--- src/rtl/crtc_pkg.sv ---
package crtc_pkg;

    localparam int REG_W      = 8;
    localparam int NUM_REGS   = 18;
    localparam int IDX_W      = 5;
    localparam int COL_W      = REG_W + 1;
    localparam int ROW_W      = REG_W + 2;
    localparam int HEND_W     = 5;
    localparam int VEND_W     = 4;
    localparam int VBEND_W    = REG_W;
    localparam int ADDR_W     = 2 * REG_W;
    localparam int PROT_LIMIT = 8;
    localparam int HTOT_BIAS  = 5;
    localparam int VTOT_BIAS  = 2;

    typedef enum logic [IDX_W-1:0] {
        IX_HTOT  = 5'd0,
        IX_HDE   = 5'd1,
        IX_HBS   = 5'd2,
        IX_HBE   = 5'd3,
        IX_HSS   = 5'd4,
        IX_HSE   = 5'd5,
        IX_VTOT  = 5'd6,
        IX_OVF   = 5'd7,
        IX_VDE   = 5'd8,
        IX_VBS   = 5'd9,
        IX_VBE   = 5'd10,
        IX_VSS   = 5'd11,
        IX_VSE   = 5'd12,
        IX_SCAN  = 5'd13,
        IX_STHI  = 5'd14,
        IX_STLO  = 5'd15,
        IX_OFS   = 5'd16,
        IX_CTRL  = 5'd17
    } reg_idx_e;

    typedef enum logic {
        SCAN_FIRST  = 1'b0,
        SCAN_REPEAT = 1'b1
    } scan_phase_e;

    typedef struct packed {
        logic [REG_W-1:0]  htot;
        logic [REG_W-1:0]  hde;
        logic [REG_W-1:0]  hbs;
        logic [HEND_W-1:0] hbe;
        logic [REG_W-1:0]  hss;
        logic [HEND_W-1:0] hse;
    } htiming_t;

    typedef struct packed {
        logic [ROW_W-1:0]   vtot;
        logic [ROW_W-1:0]   vde;
        logic [ROW_W-1:0]   vbs;
        logic [VBEND_W-1:0] vbe;
        logic [ROW_W-1:0]   vss;
        logic [VEND_W-1:0]  vse;
        logic               dbl;
    } vtiming_t;

    typedef struct packed {
        logic              hs_inv;
        logic              vs_inv;
        logic [ADDR_W-1:0] start;
        logic [REG_W-1:0]  offset;
    } misc_t;

    // Pulse state step: an active pulse ends on its end match,
    // an idle one begins on its start match.
    function automatic logic pulse_next(input logic cur,
                                        input logic start_hit,
                                        input logic end_hit);
        return cur ? !end_hit : start_hit;
    endfunction

endpackage

--- src/rtl/crtc_regs.sv ---
module crtc_regs
    import crtc_pkg::*;
(
    input  logic             clk_i,
    input  logic             rst_i,
    input  logic             idx_wr_i,
    input  logic             dat_wr_i,
    input  logic [REG_W-1:0] wdata_i,
    output htiming_t         ht_o,
    output vtiming_t         vt_o,
    output misc_t            misc_o
);

    logic [IDX_W-1:0]                idx_q;
    logic [NUM_REGS-1:0][REG_W-1:0]  bank_q;
    logic                            prot;
    logic                            wr_ok;
    logic [REG_W-1:0]                ovf;

    assign prot  = bank_q[int'(IX_VSE)][REG_W-1];
    assign wr_ok = dat_wr_i && (int'(idx_q) < NUM_REGS) &&
                   !((int'(idx_q) < PROT_LIMIT) && prot);

    always_ff @(posedge clk_i) begin
        if (rst_i) begin
            idx_q  <= '0;
            bank_q <= '0;
        end else begin
            if (idx_wr_i)
                idx_q <= wdata_i[IDX_W-1:0];
            if (wr_ok)
                bank_q[idx_q] <= wdata_i;
        end
    end

    assign ovf = bank_q[int'(IX_OVF)];

    always_comb begin
        ht_o.htot = bank_q[int'(IX_HTOT)];
        ht_o.hde  = bank_q[int'(IX_HDE)];
        ht_o.hbs  = bank_q[int'(IX_HBS)];
        ht_o.hbe  = bank_q[int'(IX_HBE)][HEND_W-1:0];
        ht_o.hss  = bank_q[int'(IX_HSS)];
        ht_o.hse  = bank_q[int'(IX_HSE)][HEND_W-1:0];

        vt_o.vtot = {ovf[5], ovf[0], bank_q[int'(IX_VTOT)]};
        vt_o.vde  = {ovf[6], ovf[1], bank_q[int'(IX_VDE)]};
        vt_o.vbs  = {ovf[4], ovf[3], bank_q[int'(IX_VBS)]};
        vt_o.vbe  = bank_q[int'(IX_VBE)];
        vt_o.vss  = {ovf[7], ovf[2], bank_q[int'(IX_VSS)]};
        vt_o.vse  = bank_q[int'(IX_VSE)][VEND_W-1:0];
        vt_o.dbl  = bank_q[int'(IX_SCAN)][REG_W-1];

        misc_o.hs_inv = bank_q[int'(IX_CTRL)][0];
        misc_o.vs_inv = bank_q[int'(IX_CTRL)][1];
        misc_o.start  = {bank_q[int'(IX_STHI)], bank_q[int'(IX_STLO)]};
        misc_o.offset = bank_q[int'(IX_OFS)];
    end

    // protected timing words keep their value across a blocked write
    assert_protect_R9: assert property (@(posedge clk_i) disable iff (rst_i)
        (dat_wr_i && (int'(idx_q) < PROT_LIMIT) && prot)
        |=> $stable(bank_q[PROT_LIMIT-1:0]));

endmodule

--- src/rtl/crtc_hcount.sv ---
module crtc_hcount
    import crtc_pkg::*;
(
    input  logic             clk_i,
    input  logic             rst_i,
    input  htiming_t         ht_i,
    output logic [COL_W-1:0] col_o,
    output logic             line_end_o,
    output logic             hs_o,
    output logic             hb_o
);

    logic [COL_W-1:0] col_q;
    logic [COL_W-1:0] col_nxt;
    logic [COL_W-1:0] col_lim;
    logic             hs_q;
    logic             hb_q;

    assign col_lim    = {1'b0, ht_i.htot} + COL_W'(HTOT_BIAS - 1);
    assign line_end_o = (col_q >= col_lim);
    assign col_nxt    = line_end_o ? '0 : col_q + COL_W'(1);

    always_ff @(posedge clk_i) begin
        if (rst_i) begin
            col_q <= '0;
            hs_q  <= 1'b0;
            hb_q  <= 1'b0;
        end else begin
            col_q <= col_nxt;
            hs_q  <= pulse_next(hs_q, col_nxt == {1'b0, ht_i.hss},
                                col_nxt[HEND_W-1:0] == ht_i.hse);
            hb_q  <= pulse_next(hb_q, col_nxt == {1'b0, ht_i.hbs},
                                col_nxt[HEND_W-1:0] == ht_i.hbe);
        end
    end

    assign col_o = col_q;
    assign hs_o  = hs_q;
    assign hb_o  = hb_q;

    // inside a line the column moves forward by exactly one
    assert_col_step_R2: assert property (@(posedge clk_i) disable iff (rst_i)
        !line_end_o |=> (col_q == $past(col_q) + COL_W'(1)));

endmodule

--- src/rtl/crtc_vcount.sv ---
module crtc_vcount
    import crtc_pkg::*;
(
    input  logic             clk_i,
    input  logic             rst_i,
    input  logic             line_end_i,
    input  vtiming_t         vt_i,
    output logic [ROW_W-1:0] row_o,
    output logic             vs_o,
    output logic             vb_o
);

    localparam int RL_W = ROW_W + 1;

    scan_phase_e      phase_q;
    logic [ROW_W-1:0] row_q;
    logic [ROW_W-1:0] row_nxt;
    logic [RL_W-1:0]  row_lim;
    logic             row_adv;
    logic             vs_q;
    logic             vb_q;

    assign row_lim = {1'b0, vt_i.vtot} + RL_W'(VTOT_BIAS - 1);
    assign row_adv = line_end_i && (!vt_i.dbl || phase_q == SCAN_REPEAT);
    assign row_nxt = ({1'b0, row_q} >= row_lim) ? '0 : row_q + ROW_W'(1);

    always_ff @(posedge clk_i) begin
        if (rst_i) begin
            phase_q <= SCAN_FIRST;
            row_q   <= '0;
            vs_q    <= 1'b0;
            vb_q    <= 1'b0;
        end else begin
            if (line_end_i)
                phase_q <= (vt_i.dbl && phase_q == SCAN_FIRST) ? SCAN_REPEAT : SCAN_FIRST;
            if (row_adv) begin
                row_q <= row_nxt;
                vs_q  <= pulse_next(vs_q, row_nxt == vt_i.vss,
                                    row_nxt[VEND_W-1:0] == vt_i.vse);
                vb_q  <= pulse_next(vb_q, row_nxt == vt_i.vbs,
                                    row_nxt[VBEND_W-1:0] == vt_i.vbe);
            end
        end
    end

    assign row_o = row_q;
    assign vs_o  = vs_q;
    assign vb_o  = vb_q;

    // the row only moves at the end of a line
    assert_row_hold_R3: assert property (@(posedge clk_i) disable iff (rst_i)
        !line_end_i |=> $stable(row_q));

    // vertical pulse states only change together with the row
    assert_vflags_hold_R5: assert property (@(posedge clk_i) disable iff (rst_i)
        !line_end_i |=> ($stable(vs_q) && $stable(vb_q)));

endmodule

--- src/rtl/crtc_timing_top.sv ---
module crtc_timing_top
    import crtc_pkg::*;
(
    input  logic              clk_i,
    input  logic              rst_i,
    input  logic              idx_wr_i,
    input  logic              dat_wr_i,
    input  logic [REG_W-1:0]  wdata_i,
    output logic              hsync_o,
    output logic              vsync_o,
    output logic              blank_o,
    output logic              de_o,
    output logic [COL_W-1:0]  col_o,
    output logic [ROW_W-1:0]  row_o,
    output logic [ADDR_W-1:0] start_addr_o,
    output logic [REG_W-1:0]  row_offset_o
);

    htiming_t          ht;
    vtiming_t          vt;
    misc_t             misc;
    logic [COL_W-1:0]  col;
    logic [ROW_W-1:0]  row;
    logic              line_end;
    logic              hs, hb, vs, vb;
    logic              vs_d_q;
    logic              vs_rise;
    logic [ADDR_W-1:0] start_q;

    crtc_regs u_regs (
        .clk_i    (clk_i),
        .rst_i    (rst_i),
        .idx_wr_i (idx_wr_i),
        .dat_wr_i (dat_wr_i),
        .wdata_i  (wdata_i),
        .ht_o     (ht),
        .vt_o     (vt),
        .misc_o   (misc)
    );

    crtc_hcount u_hcount (
        .clk_i      (clk_i),
        .rst_i      (rst_i),
        .ht_i       (ht),
        .col_o      (col),
        .line_end_o (line_end),
        .hs_o       (hs),
        .hb_o       (hb)
    );

    crtc_vcount u_vcount (
        .clk_i      (clk_i),
        .rst_i      (rst_i),
        .line_end_i (line_end),
        .vt_i       (vt),
        .row_o      (row),
        .vs_o       (vs),
        .vb_o       (vb)
    );

    assign vs_rise = vs && !vs_d_q;

    always_ff @(posedge clk_i) begin
        if (rst_i) begin
            vs_d_q  <= 1'b0;
            start_q <= '0;
        end else begin
            vs_d_q <= vs;
            if (vs_rise)
                start_q <= misc.start;
        end
    end

    assign hsync_o      = hs ^ misc.hs_inv;
    assign vsync_o      = vs ^ misc.vs_inv;
    assign blank_o      = hb | vb;
    assign de_o         = (col <= {1'b0, ht.hde}) && (row <= vt.vde);
    assign col_o        = col;
    assign row_o        = row;
    assign start_addr_o = start_q;
    assign row_offset_o = misc.offset;

    // the start address is taken up right after vsync begins
    assert_start_latch_R10: assert property (@(posedge clk_i) disable iff (rst_i)
        vs_rise |=> (start_q == $past(misc.start)));

    // outside that moment the start address holds
    assert_start_hold_R10: assert property (@(posedge clk_i) disable iff (rst_i)
        !vs_rise |=> $stable(start_q));

endmodule

--- config.mk ---
export PLATFORM = sky130hd
export DESIGN_NAME = crtc_timing_top
export DESIGN_NICKNAME = d
export VERILOG_FILES = /design/src/rtl/crtc_pkg.sv /design/src/rtl/crtc_regs.sv /design/src/rtl/crtc_hcount.sv /design/src/rtl/crtc_vcount.sv /design/src/rtl/crtc_timing_top.sv
export SDC_FILE = /design/constraint.sdc
export NUM_CORES = 1
export LEC_CHECK = 0
export BUFFER_PORTS_ARGS = -buffer_cell sky130_fd_sc_hd__buf_2
export CORE_AREA = 2 2 136 138
export CTS_CLUSTER_SIZE = 25
export DETAILED_ROUTE_END_ITERATION = 16
export DIE_AREA = 0 0 138 140
export PLACE_DENSITY = 0.69
export SLEW_MARGIN = 20
export SYNTH_ARGS = -nofsm -noshare
export SYNTH_HDL_FRONTEND = slang
export SYNTH_SLANG_ARGS = --single-unit
--- constraint.sdc ---
create_clock -name clk_i -period 3.05 [get_ports clk_i]
set_input_delay 0.61 -clock clk_i [delete_from_list [all_inputs] [get_ports clk_i]]
set_output_delay 0.61 -clock clk_i [all_outputs]
set_load 0.1 [all_outputs]
==> results.txt, run 1 <==
critical path's top delay family: compound AO/OA/AOI/OAI gates
first drt pass iteration count: 6
R2R setup slack: 0.10 ns
RR Endpoint: u_vcount.vs_o
Fin. Hold Viols: 0
Antenna Nets Post-Route: 0
Final Cycle Share: 1.01
area growth from synthesis to layout: 14.4%
Vias/cell: 5.59
Clock H-tree levels: 4
R2R depth: 11
delay of the slowest cell on the worst path: 0.40 ns
routed wire length per instance: 17.4 um
Top FF cell, synth: dfxtp_1
CP max FO: 6
final setup margin: -0.0334 ns
Synthesis Warnings: 0
Synth Cell Area: 8740 um^2
Rel. slew slack: 0.540
number of global-route vias before repair: 6,875
die area: 19,300 um^2
Startpoint Class: flip-flop
Crit path required time: 2.44 ns
gr usage total: 0.229
Max Cap Violations: 0
Ant. Diodes: 0
Post-DP HPWL: 14,500 um
largest net degree at the start of global routing: 65
PortBufs: 58
Yosys reg bits: 168
Rows: 49
Post-Syn Nets: 1,053
1st-iter DRT viols: 477
Setup Viol. Count Final: 1
RSZ-0062 raised after global routing: true
Hold Path Class: flip-flop to flip-flop
clock skew: 0.0138 ns
DP Worst Slack: -0.00722 ns
initial antenna violation count: 0
worst-skew pair later-pin latency: 0.44 ns
CTS buffer count: 17
sequential cell area: 3390 um^2
vias: 7,140
Critical-path top delay cell: dfxtp_4
minimum clock period: 3.08 ns
Post-synth EDFFs: 0
# hold bufs at CTS: 0
Hold Startpoint: start_addr_o[4]
Die W: 138 um
critical path type: flip-flop to output pin
FF-to-FF Start: u_regs.ht_o[37]
failing checks: setup timing
Slew @ Worst Pin: 0.690 ns
placed cells: 1,242
core area: 17,800 um^2
most frequent CP cell: o21a_1
layout cells sized above 1: 0.160
TNS Setup: -0.0334 ns
number of nets in the layout: 1,089
worst path buffer plus inverter count: 1
critical path capture point type: output pin
Clock Sinks: 168
global-route wire length before repair: 35,900 um
sequential share of the synthesized area: 0.385
fin util: 0.563
Worst Hold Endpoint: start_addr_o[4]
peak supply drop: 0.400 mV
clock-pin slew on the worst setup and hold paths: 0.08 ns
CP cell instances: ha_4 > nor2b_4 > o21a_1 > o21a_1 > o21a_1 > o21a_1 > o21ai_2 > a21oi_2 > a211oi_4 > buf_12
Layout Cells excl Fill: 1,278
synth unique cells: 65
Starting Density: 0.492
run status: finished, violations left
IO Count: 59
count of final max-slew check failures: 0
LEAKAGE: 0.00434 uW
Power Dens Cells: 549 nW/um^2
Critical Path AT: 2.47 ns
Root Driver: clkbuf_16
die span in y: 140 um
RePlAce Congestion: 0.898
hold-critical path depth: 2
area occupied by multi-input gates: 5070 um^2
Remaining DRCs: 0
Synth Instances: 1,000
Clock Tree Buf Depth: 2
Max Fclk: 324 MHz
final wirelength: 22,300 um
total global routing overflow: 0
post-synthesis async set-or-reset flop share: 0
Layout fillers: 1,590
Avg Cell Area, Syn: 8.74 um^2
TritonCTS clock tree: done
[synthesized netlist by cell type (all sizes together), types with 2 or more instances]
| master | instances | area, um^2 |
|---|---|---|
| nand4 | 10 | 62.6 |
| dfxtp | 168 | 3360 |
| o32ai | 10 | 87.6 |
| or2 | 2 | 12.5 |
| nor3b | 3 | 22.5 |
| inv | 31 | 116 |
| a31oi | 12 | 75.1 |
| nor2b | 9 | 56.3 |
| and3 | 8 | 50.1 |
| a211oi | 4 | 30.0 |
| o211ai | 3 | 22.5 |
| ha | 41 | 513 |
| xnor2 | 31 | 279 |
| mux2i | 126 | 1260 |
| o41ai | 2 | 32.5 |
| nand3b | 6 | 45.0 |
| a22oi | 2 | 15.0 |
| or3 | 2 | 12.5 |
| nor4 | 3 | 18.8 |
| nand2 | 76 | 288 |
| a21oi | 55 | 275 |
| buf | 24 | 150 |
| nor3 | 12 | 82.6 |
| a211o | 2 | 17.5 |
| a21o | 8 | 60.1 |
| nor2 | 182 | 691 |
| a32oi | 2 | 17.5 |
| nand3 | 31 | 160 |
| mux2 | 2 | 22.5 |
| o22ai | 3 | 18.8 |
| o21ai | 18 | 93.8 |
| o21a | 5 | 37.5 |
| nand2b | 7 | 51.3 |
| o31ai | 2 | 15.0 |
| clkbuf | 40 | 150 |
| xor2 | 33 | 297 |
| o32a | 3 | 32.5 |
| nor4b | 10 | 87.6 |
[final cells by class]
cell class	count	area share
multi-input cells	737	0.506
repair buffers	81	0.0519
flip-flops and latches	168	0.339
well taps	229	0.0286
inverters	31	0.0119
clock inverters	12	0.0166
clock buffers	20	0.0456
[repair_timing]
item | 4_1_cts | 5_1_grt
buffers inserted | 1 | 2
resized for setup | 6 | 16
cloned | 0 | 1
setup endpoints to repair | 2 | 5
pin swaps | 2 | 1
[logic make-up (layout without fill, tap and decap cells)]
kind of cell               after synthesis  count (layout)  synth area share
buffers and inverters                   95             144            0.0476
DFF                                    168             168             0.385
AOI/OAI and AO/OA                      140             140             0.105
xor gates and xnor gates                65              65            0.0684
muxes                                  128             128             0.147
adders and majority gates               41              41            0.0587
and+or+nand+nor                        363             363             0.189
[placed cells by master, fill, tap and decap left out, types with 4 or more instances in the layout]
master and n:
nand4_1 10, xor2_1 32, nand3b_1 6, a21oi_1 50
nor4b_1 10, nor2b_1 8, mux2i_1 126, o21a_1 5
a21o_1 8, ha_1 39, dfxtp_1 151, buf_2 57
buf_12 4, o32ai_1 7, and3_1 8, xnor2_1 30
nor2_2 4, nor3_1 10, o21ai_0 13, nand2b_1 6
nand3_1 29, inv_1 29, nor2_1 178, a21oi_2 5
clkbuf_16 17, nand2_1 74, a31oi_1 12, dfxtp_2 14
buf_4 19
[worst max-delay path by stage]
stage | from | end | slack, ns | depth (start not counted)
global route | u_hcount.col_o[1] | de_o | -0.11 | 10
global placement | u_regs.vt_o[43] | u_vcount.vb_o | 0.06 | 14
finish | u_hcount.col_o[1] | de_o | -0.03 | 10
detailed placement | u_regs.vt_o[43] | u_vcount.vb_o | -0.007 | 14
floorplan | u_hcount.col_o[1] | de_o | -0.18 | 9
CTS | u_hcount.col_o[1] | de_o | -0.03 | 10
[sequential cells by signal (all words and copies together), names as in the netlist]
signal,count
u_vcount.phase_q,1
u_vcount.vs_o,1
u_vcount.vb_o,1
u_hcount.hb_o,1
u_regs.idx_q,5
u_hcount.hs_o,1
u_regs.ht_o,42
u_hcount.col_o,9
u_regs.misc_o,26
u_regs.bank_q,1
u_regs.vt_o,45
u_regs.ovf,8
start_addr_o,16
vs_d_q,1
u_vcount.row_o,10
[worst reg2reg max path: cells and delay by family (launching register included)]
| family | cells | cell delay [ns] |
|---|---|---|
| AO/OA/AOI/OAI | 3 | 0.58 |
| XOR/XNOR | 1 | 0.13 |
| adder cells (fa/ha/maj) | 2 | 0.51 |
| flip-flops | 1 | 0.34 |
| AND/OR/NAND/NOR | 5 | 1.31 |
[stage by stage]
step                total power, uW  hold WS, ns  cell area, um^2
global route                   5650        0.472            10000
finish                         5500        0.453            10000
CTS                            5480        0.455             9920
detailed placement             3210        0.444             9270
global placement               3210        0.441             9270
floorplan                      3000        0.431             8810
[per-layer routing]
metal	up-vias	track usage	part of all wire
li1	3511	-	-
met1	3420	0.303	0.47
met2	170	0.386	0.47
met3	39	0.0328	0.038
met4	0	0.0789	0.022
met5	-	0	0
[where the power goes]
part           leakage (uW)  switching [uW]  internal [uW]
clock network      0.000297             939           1350
registers           0.00137            48.7           2240
logic               0.00267             606            317
Power figures use the tool's default switching activity.
==> run 2, diff against run 1 <==
- SKIP_LAST_GASP: not set -> 1
==> run 2 against run 1 <==
Effect of this change: the flow still finishes with violations (setup timing); die area unchanged; maximum frequency about the same; cell count unchanged; utilization about the same; sequential cell count unchanged; hold slack about the same; clock power about the same; critical endpoint unchanged.
==> results.txt, run 2 (synthesized netlist as in run 1, its figures left out) <==
RR Endpoint: u_vcount.vs_o
RePlAce Congestion: 0.898 (unchanged)
clock skew: 0.0163 ns (+0.00249 ns)
number of global-route vias before repair: 6,866 (-0.13%)
Remaining DRCs: 0 (unchanged)
worst-skew pair later-pin latency: 0.44 ns (about the same)
Worst setup endpoint: de_o
Slew @ Worst Pin: 0.688 ns (-0.00189 ns)
Rows: 49 (unchanged)
run status: finished, violations left
Clock Tree Buf Depth: 2 (unchanged)
most common cell after layout, fill and taps aside: nor2_1
sequential cell area: 3390 um^2 (unchanged)
clock power share: 0.417 (about the same)
Layout fillers: 1,592 (+0.13%)
vias: 7,145 (+0.070%)
Ant. Diodes: 0 (unchanged)
Max Cap Violations: 0 (unchanged)
commonest cells after routing, fill and taps aside: 178 x nor2_1, 151 x dfxtp_1, 126 x mux2i_1
minimum clock period: 3.09 ns (+0.00245 ns)
R2R setup slack: 0.10 ns (about the same)
Startpoint Class: flip-flop
Starting Density: 0.492 (unchanged)
WP depth: 10 (unchanged)
P_int: 3900 uW (about the same)
Critical-path top delay cell: dfxtp_4
Die W: 138 um (unchanged)
initial antenna violation count: 0 (unchanged)
global-route wire length before repair: 35,900 um (about the same)
number of nets in the layout: 1,089 (unchanged)
peak supply drop: 0.400 mV (-0.12%)
die area: 19,300 um^2 (unchanged)
routed wire length per instance: 17.4 um (-0.28%)
LEAKAGE: 0.00433 uW (about the same)
gr usage total: 0.229 (about the same)
Power Dens Cells: 550 nW/um^2 (about the same)
largest net degree at the start of global routing: 65 (unchanged)
PortBufs: 58 (unchanged)
DP Worst Slack: -0.00722 ns (unchanged)
Rel. slew slack: 0.541 (+0.00126)
TNS Setup: -0.0358 ns (-0.00245 ns)
first drt pass iteration count: 7 (+1)
final wirelength: 22,200 um (-0.28%)
fin util: 0.562 (about the same)
failing checks: setup timing
1st-iter DRT viols: 529 (+11%)
Power Total: 5500 uW (about the same)
Clock H-tree levels: 4 (unchanged)
Antenna Nets Post-Route: 0 (unchanged)
clock-pin slew on the worst setup and hold paths: 0.08 ns (about the same)
Crit path required time: 2.44 ns (about the same)
Worst Setup SP: u_hcount.col_o[1]
Fin. Hold Viols: 0 (unchanged)
RSZ-0062 raised after global routing: true
Max Fclk: 324 MHz (about the same)
max reg flops: 45 (unchanged)
most frequent CP cell: o21a_1
CP cell instances: ha_4 > nor2b_4 > o21a_1 > o21a_1 > o21a_1 > o21a_1 > o21ai_2 > a21oi_2 > a211oi_4 > buf_12
area growth from synthesis to layout: 14.3% (about the same)
Final Cycle Share: 1.01 (about the same)
FF-to-FF Start: u_regs.ht_o[37]
count of final max-slew check failures: 0 (unchanged)
Vias/cell: 5.59 (about the same)
Critical Path AT: 2.48 ns (about the same)
Hold Startpoint: start_addr_o[4]
Hold Path Class: flip-flop to flip-flop
final setup margin: -0.0358 ns (-0.00245 ns)
delay of the slowest cell on the worst path: 0.40 ns (about the same)
TritonCTS clock tree: done
critical path type: flip-flop to output pin
Root Driver: clkbuf_16
Setup Viol. Count Final: 1 (unchanged)
Switching Fraction: 0.290 (about the same)
NetSw: 1590 uW (about the same)
CP max FO: 6 (unchanged)
core area: 17,800 um^2 (unchanged)
worst path buffer plus inverter count: 1 (unchanged)
Post-DP HPWL: 14,500 um (unchanged)
IO Count: 59 (unchanged)
# hold bufs at CTS: 0 (unchanged)
Clock Sinks: 168 (unchanged)
die span in y: 140 um (unchanged)
CTS buffer count: 17 (unchanged)
critical path's top delay family: compound AO/OA/AOI/OAI gates
critical path capture point type: output pin
layout cells sized above 1: 0.158 (-0.00191)
area occupied by multi-input gates: 5060 um^2 (-0.15%)
Sequential Power Share: 0.416 (about the same)
total global routing overflow: 0 (unchanged)
combinational power share: 0.168 (about the same)
R2R depth: 11 (unchanged)
run 2: metrics by stage:
step                instances  cell area [um^2]  hold slack (ns)
detailed placement       1242              9270            0.444
floorplan                1000              8810            0.431
global placement         1242              9270            0.441
global route             1278             10000            0.472
CTS                      1275              9910            0.455
finish                   1278             10000            0.453
run 2: layout make-up:
class	instances	share of cell area
Clock buffer	20	0.0457
Clock inverter	12	0.0166
Inverter	31	0.0119
Multi-Input combinational cell	737	0.506
Sequential cell	168	0.339
Tap cell	229	0.0287
Timing Repair Buffer	81	0.0519
run 2: timing repair:
| action | 4_1_cts | 5_1_grt |
|---|---|---|
| setup buffers | 1 | 2 |
| gates resized for setup | 4 | 16 |
| cloned | 0 | 1 |
| pin swaps | 2 | 1 |
| setup endpoints to repair | 2 | 5 |
run 2: worst min-delay path by stage:
stage / endpoint / cells after the start
final: start_addr_o[4] / 2
after global routing: start_addr_o[2] / 2
after detailed placement: start_addr_o[3] / 2
after global placement: start_addr_o[10] / 2
after floorplan: start_addr_o[10] / 2
after CTS: start_addr_o[4] / 2
run 2: tightest hold or removal path: cells and delay by family (launching register included):
kind	cells	cell delay, ns
compound gates	1	0.05
simple gates	1	0.05
flops	1	0.31
run 2: power by group through the flow:
stage	clock network (uW)	registers (uW)	logic, uW
finish	2290	2290	921
global route	2370	2290	987
CTS	2300	2290	888
detailed placement	0	2330	876
global placement	0	2330	872
floorplan	0	2380	618
run 2: layer usage:
metal,track usage,share of wire,vias up
li1,-,-,3511
met1,0.303,0.47,3417
met2,0.386,0.47,177
met3,0.0328,0.041,40
met4,0.0789,0.021,0
met5,0,0,-
==> run 3, diff against run 2 <==
- PLACE_DENSITY: 0.69 -> 0.76
==> run 3 against run 2 <==
Effect of this change: the run still ends with setup timing left; count of clock-buffer cells in the layout decreased by 1; sequential cell count unchanged; clock power decreased by 6%; setup slack improved by 0.0046 ns; critical path type unchanged; critical endpoint unchanged; largest cell class unchanged.
==> results.txt, run 3 (synthesized netlist as in run 1, its figures left out) <==
run status: finished, violations left
failing checks: setup timing
critical path capture point type: output pin
count of final max-slew check failures: 0 (unchanged)
Clock Sinks: 168 (unchanged)
Setup Viol. Count Final: 1 (unchanged)
FF-to-FF Start: u_regs.ht_o[37]
die area: 19,300 um^2 (unchanged)
Post-DP HPWL: 14,600 um (+0.91%)
Root Driver: clkbuf_16
Crit path required time: 2.44 ns (about the same)
Worst Hold Endpoint: start_addr_o[4]
Clock H-tree levels: 4 (unchanged)
placed cells: 1,242 (unchanged)
area growth from synthesis to layout: 13.9%
fin util: 0.560 (-0.00218)
Antenna Nets Post-Route: 0 (unchanged)
RSZ-0062 raised after global routing: true
Placement Cell Area: 9250 um^2 (-0.27%)
R2R depth: 12 (+1)
critical path type: flip-flop to output pin
layout cells sized above 1: 0.165 (+0.00683)
TritonCTS clock tree: done
first drt pass iteration count: 6 (-1)
total global routing overflow: 0 (unchanged)
die span in y: 140 um (unchanged)
1st-iter DRT viols: 635 (+20%)
Rel. slew slack: 0.332 (-0.209)
commonest cells after routing, fill and taps aside: 177 x nor2_1, 148 x dfxtp_1, 126 x mux2i_1
Rows: 49 (unchanged)
PortBufs: 58 (unchanged)
Hold Startpoint: u_regs.misc_o[12]
Max Fclk: 325 MHz (+0.15%)
Slew @ Worst Pin: 1.00 ns (+0.314 ns)
gr usage total: 0.227 (-0.00172)
Die W: 138 um (unchanged)
Hold Path Class: flip-flop to flip-flop
peak supply drop: 0.418 mV (+4.5%)
largest net degree at the start of global routing: 95 (+46%)
hold-critical path depth: 2 (unchanged)
hold_ws: 0.449 ns (-0.00405 ns)
design area: 9960 um^2 (-0.39%)
clock skew: 0.00851 ns (-0.00783 ns)
most common cell after layout, fill and taps aside: nor2_1
CP max FO: 5 (-1)
LEAKAGE: 0.00432 uW (-0.42%)
Power Dens Cells: 538 nW/um^2 (-2.1%)
Ant. Diodes: 0 (unchanged)
Remaining DRCs: 0 (unchanged)
Clock Tree Buf Depth: 2 (unchanged)
RePlAce Congestion: 0.914 (+1.7%)
Vias/cell: 5.67 (+1.3%)
number of global-route vias before repair: 6,775 (-1.3%)
worst-skew pair later-pin latency: 0.42 ns (-0.02 ns)
core area: 17,800 um^2 (unchanged)
Starting Density: 0.492 (unchanged)
Final Cycle Share: 1.01 (-0.00152)
number of nets in the layout: 1,088 (-0.092%)
Critical Path AT: 2.47 ns (about the same)
Max Cap Violations: 0 (unchanged)
# hold bufs at CTS: 0 (unchanged)
initial antenna violation count: 0 (unchanged)
final setup margin: -0.0312 ns (+0.00463 ns)
global-route wire length before repair: 35,700 um (-0.38%)
Power Total: 5360 uW (-2.5%)
minimum clock period: 3.08 ns (-0.00463 ns)
vias: 7,235 (+1.3%)
R2R setup slack: 0.17 ns (+0.07 ns)
Layout Cells excl Fill: 1,277 (-0.078%)
Startpoint Class: flip-flop
RR Endpoint: u_hcount.hb_o
Fin. Hold Viols: 0 (unchanged)
max reg flops: 45 (unchanged)
final wirelength: 22,000 um (-0.97%)
routed wire length per instance: 17.2 um (-0.89%)
IO Count: 59 (unchanged)
clock-pin slew on the worst setup and hold paths: 0.07 ns (about the same)
CTS buffer count: 17 (unchanged)
## run 3: cell types whose count changed in the layout (fill, tap and decap cells not counted), moves of 2 or more
cell and change:
buf_12 -2, dfxtp_1 -3, o32ai_1 +2, buf_4 +2
inv_6 +4, o32ai_2 -2, bufinv_16 -2, dfxtp_2 +3
inv_2 +2
## run 3: area by class of cell
class / count / area, um^2
well taps: 229 / 287
flip-flops and latches: 168 / 3400
clock inverters: 13 / 130
clock buffers: 19 / 464
inverters: 31 / 116
fillers: 1552 / 7820
repair buffers: 80 / 489
multi-input cells: 737 / 5080
## run 3: critical path: stages (launching register included)
cell and delay (ns):
dfxtp_4 0.34, inv_2 0.13, ha_1 0.21, nor2b_4 0.04, o21a_1 0.17, o21a_1 0.17
o21a_1 0.16, o21a_1 0.18, o21ai_2 0.13, a21oi_2 0.09, a211oi_4 0.21, buf_12 0.21
## run 3: stage by stage
step / worst slack [ns] / setup TNS [ns]
2_1_floorplan: -0.180 / -0.180
3_3_place_gp: 0.100 / 0
3_5_place_dp: -0.0278 / -0.0466
4_1_cts: -0.0613 / -0.0613
5_1_grt: -0.106 / -0.125
6_report: -0.0312 / -0.0312
## run 3: report_power, final
group,leakage [uW],switching (uW),internal [uW]
Combinational,0.00266,603,315
Clock,0.000285,940,1220
Sequential,0.00137,50.8,2240
Total,0.00432,1590,3770
## run 3: timing repair
action / 4_1_cts / 5_1_grt
resized for setup: 4 / 25
setup buffers: 0 / 3
pin swaps: 1 / 6
setup endpoints to repair: 3 / 11
## run 3: layer usage
layer  vias to the layer above  track usage  share of wire
li1                       3511            -              -
met1                      3439        0.307           0.45
met2                       254        0.375           0.47
met3                        31       0.0345          0.060
met4                         0       0.0747          0.017
met5                         -            0              0
## run 3: worst max path at each step
stage	start	endpoint	depth (start not counted)
3_5_place_dp	u_regs.vt_o[43]	u_vcount.vb_o	14
5_1_grt	u_regs.ht_o[27]	de_o	11
6_report	u_hcount.col_o[0]	de_o	11
4_1_cts	u_regs.ht_o[27]	de_o	11
3_3_place_gp	u_regs.vt_o[43]	u_vcount.vb_o	14
2_1_floorplan	u_hcount.col_o[1]	de_o	9
